`src/rtl/burst_splitter.sv`:
```
module burst_splitter #(
  parameter int ADDR_W    = 32,
  parameter int SIZE_W    = 16,
  parameter int BYTES     = 8,
  parameter int MAX_BEATS = 16,
  parameter int MAX_OUTST = 4,
  localparam int OFS_W  = (BYTES > 1) ? $clog2(BYTES) : 1,
  localparam int LEN_W  = (MAX_BEATS > 1) ? $clog2(MAX_BEATS) : 1
) (
  input  logic              clk,
  input  logic              rst_n,
  input  logic [ADDR_W-1:0] cmd_addr,
  input  logic [SIZE_W-1:0] cmd_size,
  input  logic              cmd_valid,
  output logic              cmd_ready,
  output logic [ADDR_W-1:0] bst_addr,
  output logic [LEN_W-1:0]  bst_len,
  output logic [OFS_W-1:0]  bst_first_ofs,
  output logic [OFS_W-1:0]  bst_last_ofs,
  output logic              bst_valid,
  input  logic              bst_ready,
  input  logic              rsp_valid,
  input  logic              rsp_err,
  output logic              done,
  output logic              error
);
  localparam int WA_W   = ADDR_W - OFS_W;
  localparam int BEAT_W = SIZE_W - OFS_W + 1;
  localparam int PG_W   = 12 - OFS_W;
  localparam int WPP    = 1 << PG_W;
  localparam int OUT_W  = $clog2(MAX_OUTST + 1);

  logic              busy, first, err_acc, done_q, err_q;
  logic [BEAT_W-1:0] words_left;
  logic [WA_W-1:0]   cur_word;
  logic [OFS_W-1:0]  start_ofs, end_ofs;
  logic [OUT_W-1:0]  outst;

  logic [SIZE_W:0]   span;
  logic [BEAT_W-1:0] need;
  logic [31:0]       left32, room32, n32;
  logic              accept, fire, rsp_ok, finish, last_bst;

  assign span   = {1'b0, cmd_size} + (SIZE_W+1)'(cmd_addr[OFS_W-1:0]) - 1'b1;
  assign need   = BEAT_W'(span[SIZE_W:OFS_W]) + 1'b1;

  assign left32 = 32'(words_left);
  assign room32 = 32'(WPP) - 32'(cur_word[PG_W-1:0]);
  always_comb begin
    n32 = left32;
    if (n32 > 32'(MAX_BEATS)) n32 = 32'(MAX_BEATS);
    if (n32 > room32)         n32 = room32;
  end
  assign last_bst = (n32 == left32);

  assign cmd_ready     = !busy;
  assign bst_valid     = busy && (words_left != '0) && (32'(outst) < 32'(MAX_OUTST));
  assign bst_addr      = {cur_word, {OFS_W{1'b0}}};
  assign bst_len       = LEN_W'(n32 - 32'd1);
  assign bst_first_ofs = first ? start_ofs : '0;
  assign bst_last_ofs  = last_bst ? end_ofs : OFS_W'(BYTES - 1);
  assign done          = done_q;
  assign error         = err_q;

  assign accept = cmd_valid && cmd_ready;
  assign fire   = bst_valid && bst_ready;
  assign rsp_ok = rsp_valid && (outst != '0);
  assign finish = busy && (words_left == '0) && (outst == '0);

  always_ff @(posedge clk) begin
    if (!rst_n) begin
      busy       <= 1'b0;
      first      <= 1'b0;
      err_acc    <= 1'b0;
      done_q     <= 1'b0;
      err_q      <= 1'b0;
      words_left <= '0;
      cur_word   <= '0;
      start_ofs  <= '0;
      end_ofs    <= '0;
      outst      <= '0;
    end else begin
      done_q <= 1'b0;
      err_q  <= 1'b0;
      if (accept) begin
        if (cmd_size == '0) begin
          done_q <= 1'b1;
        end else begin
          busy       <= 1'b1;
          first      <= 1'b1;
          err_acc    <= 1'b0;
          cur_word   <= cmd_addr[ADDR_W-1:OFS_W];
          words_left <= need;
          start_ofs  <= cmd_addr[OFS_W-1:0];
          end_ofs    <= span[OFS_W-1:0];
        end
      end
      if (fire) begin
        cur_word   <= cur_word + WA_W'(n32);
        words_left <= words_left - BEAT_W'(n32);
        first      <= 1'b0;
      end
      outst <= outst + OUT_W'(fire) - OUT_W'(rsp_ok);
      if (rsp_ok && rsp_err) err_acc <= 1'b1;
      if (finish) begin
        busy   <= 1'b0;
        done_q <= !err_acc;
        err_q  <= err_acc;
      end
    end
  end

  p_ready_while_busy_r1: assert property (@(posedge clk) disable iff (!rst_n)
    bst_valid |-> !cmd_ready);
  p_outst_limit_r6: assert property (@(posedge clk) disable iff (!rst_n)
    32'(outst) <= 32'(MAX_OUTST));
  p_no_page_cross_r5: assert property (@(posedge clk) disable iff (!rst_n)
    bst_valid |-> (32'(bst_addr[11:OFS_W]) + 32'(bst_len)) < 32'(WPP));
  p_single_outcome_r7: assert property (@(posedge clk) disable iff (!rst_n)
    !(done && error));
  p_done_after_all_r7: assert property (@(posedge clk) disable iff (!rst_n)
    (done || error) |-> (outst == '0 && !bst_valid));
  p_zero_size_r8: assert property (@(posedge clk) disable iff (!rst_n)
    (accept && cmd_size == '0) |=> (done && !bst_valid));
  p_hold_burst_r10: assert property (@(posedge clk) disable iff (!rst_n)
    (bst_valid && !bst_ready) |=> (bst_valid && $stable(bst_addr) && $stable(bst_len)));
endmodule

```
`config.mk`:
```
export PLATFORM = sky130hd
export DESIGN_NAME = burst_splitter
export DESIGN_NICKNAME = d
export VERILOG_FILES = /design/src/rtl/burst_splitter.sv
export SDC_FILE = /design/constraint.sdc
export NUM_CORES = 1
export LEC_CHECK = 0
export ABC_AREA = 1
export CAP_MARGIN = 20
export CORE_AREA = 2 2 100 175
export CTS_BUF_LIST = sky130_fd_sc_hd__clkbuf_8
export DETAILED_ROUTE_END_ITERATION = 8
export DIE_AREA = 0 0 102 177
export HOLD_SLACK_MARGIN = 0.12
export MAX_ROUTING_LAYER = met4
export PLACE_DENSITY = 0.7
export SLEW_MARGIN = 20
export SYNTH_ARGS = -nofsm -noshare
export SYNTH_HDL_FRONTEND = slang
export SYNTH_SLANG_ARGS = --single-unit
```
`constraint.sdc`:
```
create_clock -name clk -period 9.45 [get_ports clk]
set_input_delay 0.945 -clock clk [delete_from_list [all_inputs] [get_ports clk]]
set_output_delay 0.945 -clock clk [all_outputs]
set_load 0.02 [all_outputs]
```
==> results.md, run 1 <==
Floorplanning:
- The overall die height is 177 um.
- The starting density of the core is 0.374.
- The number of placed I/O pins is 100.
- The horizontal die dimension is slightly above 100 um.
- The area of the die is 18100 um^2.
- The region available for standard cell placement spans 16700 um^2.
- The row count is 63.

Place:
- The total of buffers placed on input and output ports is 96.
- The cell area after placement is 7400 um^2.
- At the end of routability-driven placement, the weighted congestion stood at 0.920.
- The HPWL after detailed placement is 13900 um.

Setup path:
- The largest single stage delay on the critical path is 790 ps.
- The cell type of the slowest stage on the worst timing path is sky130_fd_sc_hd__o21ai_0.
- The worst setup path is of the reg -> out kind.
- The critical-path maximum fanout is 7.
- The required time of the worst setup path is 8510 ps.
- In this run the worst setup path begins at cur_word[0].
- In this design, the critical path's most frequently occurring cell is sky130_fd_sc_hd__nand2_1.
- Measured in cells, the most critical reg-to-reg path has a length of 30.
- Walking the worst path, the cells encountered are nor3_1, inv_1, nor3_1, nand2_1, nor2_1, nor2_1, nor2_1, inv_1, ha_1, nand2_1, nor2_1, nand2_1, o211ai_1, nand2_1, a21boi_1, o21ai_0, ha_1, nand4_1, nor3_1, nand2_1, clkdlybuf4s50_1.
- The startpoint identified for the worst register-to-register timing path is cur_word[0].
- The kind of end point of the critical path is an output port.
- The worst setup path is launched from a register.
- The data arrival time of the critical path is 4940 ps.

Routing:
- Detailed routing inserted a total of 6627 vias.
- The remaining antenna violation count after routing is 0.
- For this block, the initial DRC count from the detailed router was roughly 300.
- After detailed routing, the number of vias per cell comes to 5.03.
- The number of search-and-repair iterations in the first detailed-routing pass is 5.
- In the final routed layout, each cell accounts on average for 13.5 um.
- The final layout contains routed wiring with a total length of 17800 um.
- For this run, design rule violations remaining after detail routing come to 0.

Layout:
- The antenna diode count is 0.
- In the final layout, the share of cells above drive strength 1 is 0.0779.
- The layout overhead on the synthesized area is 21.5%.
- The final standard cell area without fillers is 7590 um^2.
- For this run, the post-layout net count is 1210.

GRT:
- The global routing usage summed across all routing layers is 0.208.
- The via count of the first global-routing pass is around 6.5k.
- Entering global routing, the biggest net connects 44 pins.
- The sum of overflow across all layers after global routing is 0.
- The initial antenna violation count was 0.
- The first global-routing pass estimated between 20000 and 30000 um of wire.

Synth:
- The post-synthesis cell count is roughly 990.
- The compound-gate portion of the synthesized area came to 0.181.
- The top flip-flop cell by instance count after synthesis is sky130_fd_sc_hd__dfxtp_1.
- The flop and latch count out of synthesis is between 50 and 60.
- The netlist uses 54 different library cells.
- The adder-cell share of the synthesized area is 0.145.
- The synthesized-area fraction occupied by xor and xnor cells is 0.0407.
- The mux share of post-synthesis cell area is 0.
- The mapped cell area is 6240 um^2.
- The combinational family with the most area after synthesis is simple AND/OR/NAND/NOR gates.
- During synthesis, Yosys emitted a total of 0 warnings.
- The simple-gate share of the synthesized area is 0.330.
- The sequential-to-total area share from yosys stat is 0.183.
- Counting flops with an async set or reset pin after synthesis yields a share of 0.
- The number of enable flip-flop cells after synthesis is 0.
- After synthesis, the mean cell area works out to 6.31 um^2.

Power:
- The post-layout total power is roughly 1.4 mW.
- For this design the ratio of total power to cell area is 179 nW/um^2.
- The leakage power figure is ~3.6 nW.
- The worst supply voltage drop on vdd is 0.0819 mV.

Timing:
- The final setup skew is 12.8 ps.
- Setup violations remaining at the end of the flow were counted as 0.
- Of the available clock period, the critical path in the final layout requires 0.623.
- The tightest hold path in the finished design has a slack of 443 ps.
- For the final routed database, the setup TNS stands at 0 ps.
- The slew at the pin with the worst max-slew slack is 983 ps.
- The final-report hold violation count is 0.
- Setup repair after global routing left no endpoint under its margin.
- Measured against its own limit, the worst slew margin works out to 0.337.
- The final critical path time including I/O delays and setup is 5880 ps.
- The timing-limited maximum frequency is around 170 MHz.
- The number of slew-limit violations in the final report is 0.

Clock network:
- At the later pin of the worst-skew pair, clock insertion delay measures 370 ps.
- The number of setup buffers added after CTS is 0.
- The clock transition at the register clock pins on the worst setup and hold paths after CTS is 70 ps.
- The largest buffer count on any clock path is 2.
- TritonCTS built the clock tree.
- The count of instances resized after the clock tree is built is 0.
- The number of hold buffers added after CTS was 0.
- Buffers inserted during clock tree synthesis total 9.
- The clock tree synthesis step divided the H-tree into 3 levels.
- The CTS sink count is 57.
- The clock root buffer is sky130_fd_sc_hd__clkbuf_8.

Min path:
- The startpoint of the lowest-slack hold path is err_acc.
- The number of cells on the worst hold path is 2.
- The worst hold path belongs to the class reg -> reg.

Run:
- Across the run, the number of max-cap violations was 0.

Status:
- The flow ran to the end, and the final reports show no timing, DRC or antenna violations.
==> cell usage after synthesis (all sizes together), types with 4 or more instances <==
cell type	number	area (um^2)
a21oi	85	440
a31oi	15	93.8
buf	14	106
clkbuf	10	37.5
clkinv	7	32.5
dfxtp	57	1140
fa	4	80.1
ha	66	826
inv	152	571
nand2	264	1080
nand3	67	350
nand4	16	100
nor2	70	312
nor3	22	115
o211ai	6	45.0
o21a	9	67.6
o21ai	59	307
o21bai	10	75.1
or2	8	50.0
xnor2	15	131
xor2	14	123
==> placed cells by master (no fill, tap or decap), types with 2 or more instances in the layout <==
cell type / instances
sky130_fd_sc_hd__a21o_1: 2
sky130_fd_sc_hd__a21oi_1: 83
sky130_fd_sc_hd__a221oi_2: 2
sky130_fd_sc_hd__a31oi_1: 15
sky130_fd_sc_hd__and2_1: 2
sky130_fd_sc_hd__clkbuf_8: 9
sky130_fd_sc_hd__clkdlybuf4s50_1: 96
sky130_fd_sc_hd__clkinv_1: 5
sky130_fd_sc_hd__clkinv_2: 3
sky130_fd_sc_hd__clkinv_4: 2
sky130_fd_sc_hd__conb_1: 15
sky130_fd_sc_hd__dfxtp_1: 57
sky130_fd_sc_hd__fa_1: 4
sky130_fd_sc_hd__ha_1: 66
sky130_fd_sc_hd__inv_1: 136
sky130_fd_sc_hd__inv_2: 18
sky130_fd_sc_hd__nand2_1: 239
sky130_fd_sc_hd__nand2_2: 20
sky130_fd_sc_hd__nand2_4: 5
sky130_fd_sc_hd__nand3_1: 64
sky130_fd_sc_hd__nand3_2: 3
sky130_fd_sc_hd__nand4_1: 16
sky130_fd_sc_hd__nor2_1: 62
sky130_fd_sc_hd__nor2_2: 4
sky130_fd_sc_hd__nor2_4: 3
sky130_fd_sc_hd__nor3_1: 21
sky130_fd_sc_hd__o211ai_1: 6
sky130_fd_sc_hd__o21a_1: 9
sky130_fd_sc_hd__o21ai_0: 52
sky130_fd_sc_hd__o21ai_1: 4
sky130_fd_sc_hd__o21ai_2: 3
sky130_fd_sc_hd__o21bai_1: 10
sky130_fd_sc_hd__or2_1: 4
sky130_fd_sc_hd__or2_2: 4
sky130_fd_sc_hd__xnor2_1: 15
sky130_fd_sc_hd__xor2_1: 14
==> worst paths after layout <==
kind,slack (ps),endpoint
worst max-delay path,3570,bst_last_ofs[0]
worst min-delay path,440,error
worst max register to register,4480,cur_word[27]
worst min register to register,440,error
==> per-stage QoR <==
step,setup WS (ps),util,std cells
3_3_place_gp,4030,0.443,1302
6_report,3570,0.454,1318
4_1_cts,3490,0.454,1318
2_1_floorplan,5060,-,1002
5_1_grt,2910,0.454,1318
3_5_place_dp,3890,0.443,1302
==> power by group <==
part	leakage (nW)	switching [mW]	internal, mW
registers	0.470	0.0367	0.275
logic	3.00	0.495	0.321
clock network	0.102	0.115	0.119
total	3.57	0.647	0.715
==> cell type report <==
type	instances	area, um^2
Tap cell	227	284
Multi-Input combinational cell	762	4400
Inverter	159	603
Timing Repair Buffer	97	968
Clock buffer	9	124
Clock inverter	7	63.8
Sequential cell	57	1140
Fill cell	1783	9120
==> critical path, delay by kind of cell (launching register included) <==
family	cells	cell delay, ps
DFF	1	360
AOI/OAI and AO/OA	3	980
and+or+nand+nor	13	1970
buffers and inverters	3	710
adders and majority gates	2	540
==> per-layer routing <==
layer | vias up | track usage | part of all wire
met2 | 151 | 0.396 | 0.54
met3 | 49 | 0.0209 | 0.034
li1 | 3418 | - | -
met1 | 3009 | 0.210 | 0.39
met5 | - | - | 0
met4 | 0 | 0.0839 | 0.033
==> flip-flops by register name, summed over array words and instances, names as in the netlist <==
| signal | cells |
|---|---|
| words_left | 14 |
| start_ofs | 3 |
| end_ofs | 3 |
| err_acc | 1 |
| first | 1 |
| outst | 3 |
| error | 1 |
| done | 1 |
| cur_word | 29 |
| busy | 1 |
==> cells by family after synthesis <==
group                      count (synthesis)
AOI/OAI and AO/OA                        195
buffers and inverters                    183
adders and majority gates                 70
DFF                                       57
xor gates and xnor gates                  29
and+or+nand+nor                          453
other                                      2
Power figures use the tool's default switching activity.
==> run 2: changes to the inputs <==
clock period = 6.1 ns   (was 9.45 ns; I/O delays follow)
==> results.md, run 2 (synthesis gave the netlist of run 1 again) <==
Status:
- The run finished with clean final reports.

Routing:
- The pre-antenna-repair detailed-routing pass consisted of 7 iterations.
- The remaining antenna violation count after routing is 0.
- The routed wire length is 17900 um.
- The average detailed-routed wire length per instance is 13.6 um.
- The number of DRC violations after detailed routing is 0.
- The routed layout has approximately 6.7k vias.
- Using the TritonRoute via totals, the vias-per-cell ratio works out to 5.06.
- The iteration-0 DRC count of the detailed router is 337.

Run:
- The reported max-cap violation count is 0.

Setup path:
- The cell type of the slowest stage on the worst timing path is sky130_fd_sc_hd__clkdlybuf4s50_1.
- Together, buffers and inverters on the worst path number 5.
- In this run the worst path has a maximum fanout of 11.
- In this design, the largest share of critical-path delay is due to simple AND/OR/NAND/NOR gates.
- The kind of end point of the critical path is an output port.
- The critical path launch point type is a register.
- Data arrives at the worst endpoint at 4820 ps.
- The required time of the worst setup path is 5490 ps.
- The critical path's most frequent cell is sky130_fd_sc_hd__nand2_1.
- By startpoint and endpoint, the worst setup path is classified as reg -> out.
- The delay of the slowest cell on the worst path is ~550 ps.

Timing:
- Hold is met by 447 ps.
- The number of slew-limit violations in the final report is 0.
- Of the available clock period, the critical path in the final layout requires 0.890.
- Adding up every negative setup slack in the final design gives 0 ps.
- Once routing completed, OpenROAD measured the worst setup slack at roughly 670 ps.
- The routed design could run at a clock period as short as 5430 ps.
- Setup repair after global routing left no endpoint under its margin.
- Static timing analysis puts the maximum clock frequency at around 180 MHz.
- For the pin with the worst max-slew slack, the measured transition is 781 ps.
- Setup violations remaining at the end of the flow were counted as 0.
- Headroom to the max-slew limit came out at 0.478.
- For the final database, setup skew stands at 9.19 ps.
- The final-report hold violation count is 0.

Power:
- The leakage power figure is 3.59 nW.
- VDD sags by at most 0.154 mV.
- Of the total power, registers draw 0.222.
- The share of total power dissipated in combinational logic is 0.583.
- Dividing total power by cell area gives a power density of 286 nW/um^2.
- The switching share of power is 0.465.
- The design internal power is 1.17 mW.
- The analysis attributes to net switching a power of 1.01 mW.
- The clock power share is 0.195.

GRT:
- The first global-routing pass estimated 28800 um of wire.
- After global routing the overflow that remains totals 0.
- The via count of the first global-routing pass is 6476.
- Across every metal layer, demand over resource in global routing totals 0.206.
- The initial antenna violation count is 0.
- The pin count of the biggest net entering global routing is 44.

Layout:
- Leaving out fill and tap cells, the most frequent cells in the layout are sky130_fd_sc_hd__nand2_1, sky130_fd_sc_hd__inv_1, sky130_fd_sc_hd__clkdlybuf4s50_1, sky130_fd_sc_hd__a21oi_1, sky130_fd_sc_hd__ha_1.
- The top register by number of flip-flops is cur_word.
- The layout overhead on the synthesized area is 22.3%.
- The commonest non-fill, non-tap cell in the layout is sky130_fd_sc_hd__nand2_1.
- Of the cells placed in the final design, the portion with a size suffix greater than 1 is 0.0807.
- The register with the most flip-flops in the layout has 29 of them.
- The final design utilization is 0.457.
- The largest registers in the layout are cur_word (29), words_left (14).
- 0 antenna diodes ended up in the layout.
- After the last flow step, the layout net total stands at about 1.2k.

Place:
- Input and output buffers added on the ports amount to 96.
- The half-perimeter wire length after placement is 14000 um.
- At the placement stage, the worst setup path has a slack of 904 ps.
- The routability congestion estimate from global placement is 0.923.

Clock network:
- The number of setup buffers added after CTS is 0.
- TritonCTS built the clock tree.
- The CTS sink count is between 50 and 60.
- The largest buffer count on any clock path is 2.
- Buffers inserted to repair hold after CTS numbered 0.
- The clock transition at the register clock pins on the worst setup and hold paths after CTS is 70 ps.
- The maximum level of the CTS H-tree is 3.
- Clock tree synthesis selected as its root buffer the cell sky130_fd_sc_hd__clkbuf_8.
- Clock latency on the worst-skew pair, taken at its later pin, is 360 ps.
- Clock tree synthesis inserted a total of 9 buffers.

Floorplanning:
- The floorplan step defined a die boundary enclosing 18100 um^2.
- The starting density of the core is 0.374.
- The die is 177 um tall.
- The number of placed I/O pins is 100.
- The row count is 63.
- The horizontal die dimension is just over 100 um.
- The placeable core region is 16700 um^2.

Min path:
- The path class of the lowest-slack min-delay path is reg -> reg.
[run 2: power by group through the flow]
| stage | registers [mW] | logic [mW] | clock network [mW] |
|---|---|---|---|
| after detailed placement | 0.491 | 1.26 | 0 |
| after CTS | 0.484 | 1.27 | 0.433 |
| final | 0.485 | 1.27 | 0.425 |
| after global routing | 0.492 | 1.43 | 0.444 |
| after global placement | 0.490 | 1.25 | 0 |
| after floorplan | 0.501 | 0.910 | 0 |
[run 2: per-stage QoR]
stage / instances / power (mW) / cell area [um^2]
3_5_place_dp: 1302 / 1.75 / 7400
5_1_grt: 1318 / 2.37 / 7630
3_3_place_gp: 1302 / 1.74 / 7400
6_report: 1318 / 2.18 / 7630
2_1_floorplan: 1002 / 1.41 / 6290
4_1_cts: 1318 / 2.19 / 7630
[run 2: layer usage]
metal  GRT usage  vias to the layer above  share of wire
met4      0.0961                        0          0.036
met3      0.0213                       42          0.038
li1            -                     3421              -
met1       0.204                     3028           0.37
met5           -                        -              0
met2       0.390                      178           0.55
[run 2: worst paths after layout]
path / from / end / slack, ps / depth (start not counted)
setup / recovery: cur_word[0] / bst_last_ofs[1] / 670 / 26
hold / removal: err_acc / error / 450 / 2
setup reg to reg: cur_word[0] / cur_word[28] / 1130 / 32
hold reg to reg: err_acc / error / 450 / 2
[run 2: repair_timing]
action / in CTS / in global routing
endpoints found under the hold margin: 0 / 0
setup endpoints to repair: 0 / 1
gates resized for setup: 0 / 1
[run 2: cell type report]
cell class,instances,area (um^2)
Sequential cell,57,1140
Fill cell,1772,9080
Clock buffer,10,138
Tap cell,227,284
Multi-Input combinational cell,762,4410
Inverter,159,603
Clock inverter,6,90.1
Timing Repair Buffer,97,968
[run 2: worst reg2reg max path: cells and delay by family (launching register included)]
kind,cells,cell delay [ps]
AND/OR/NAND/NOR,17,2060
AO/OA/AOI/OAI,7,1060
adder cells (fa/ha/maj),3,890
buffers and inverters,5,440
flip-flops,1,370
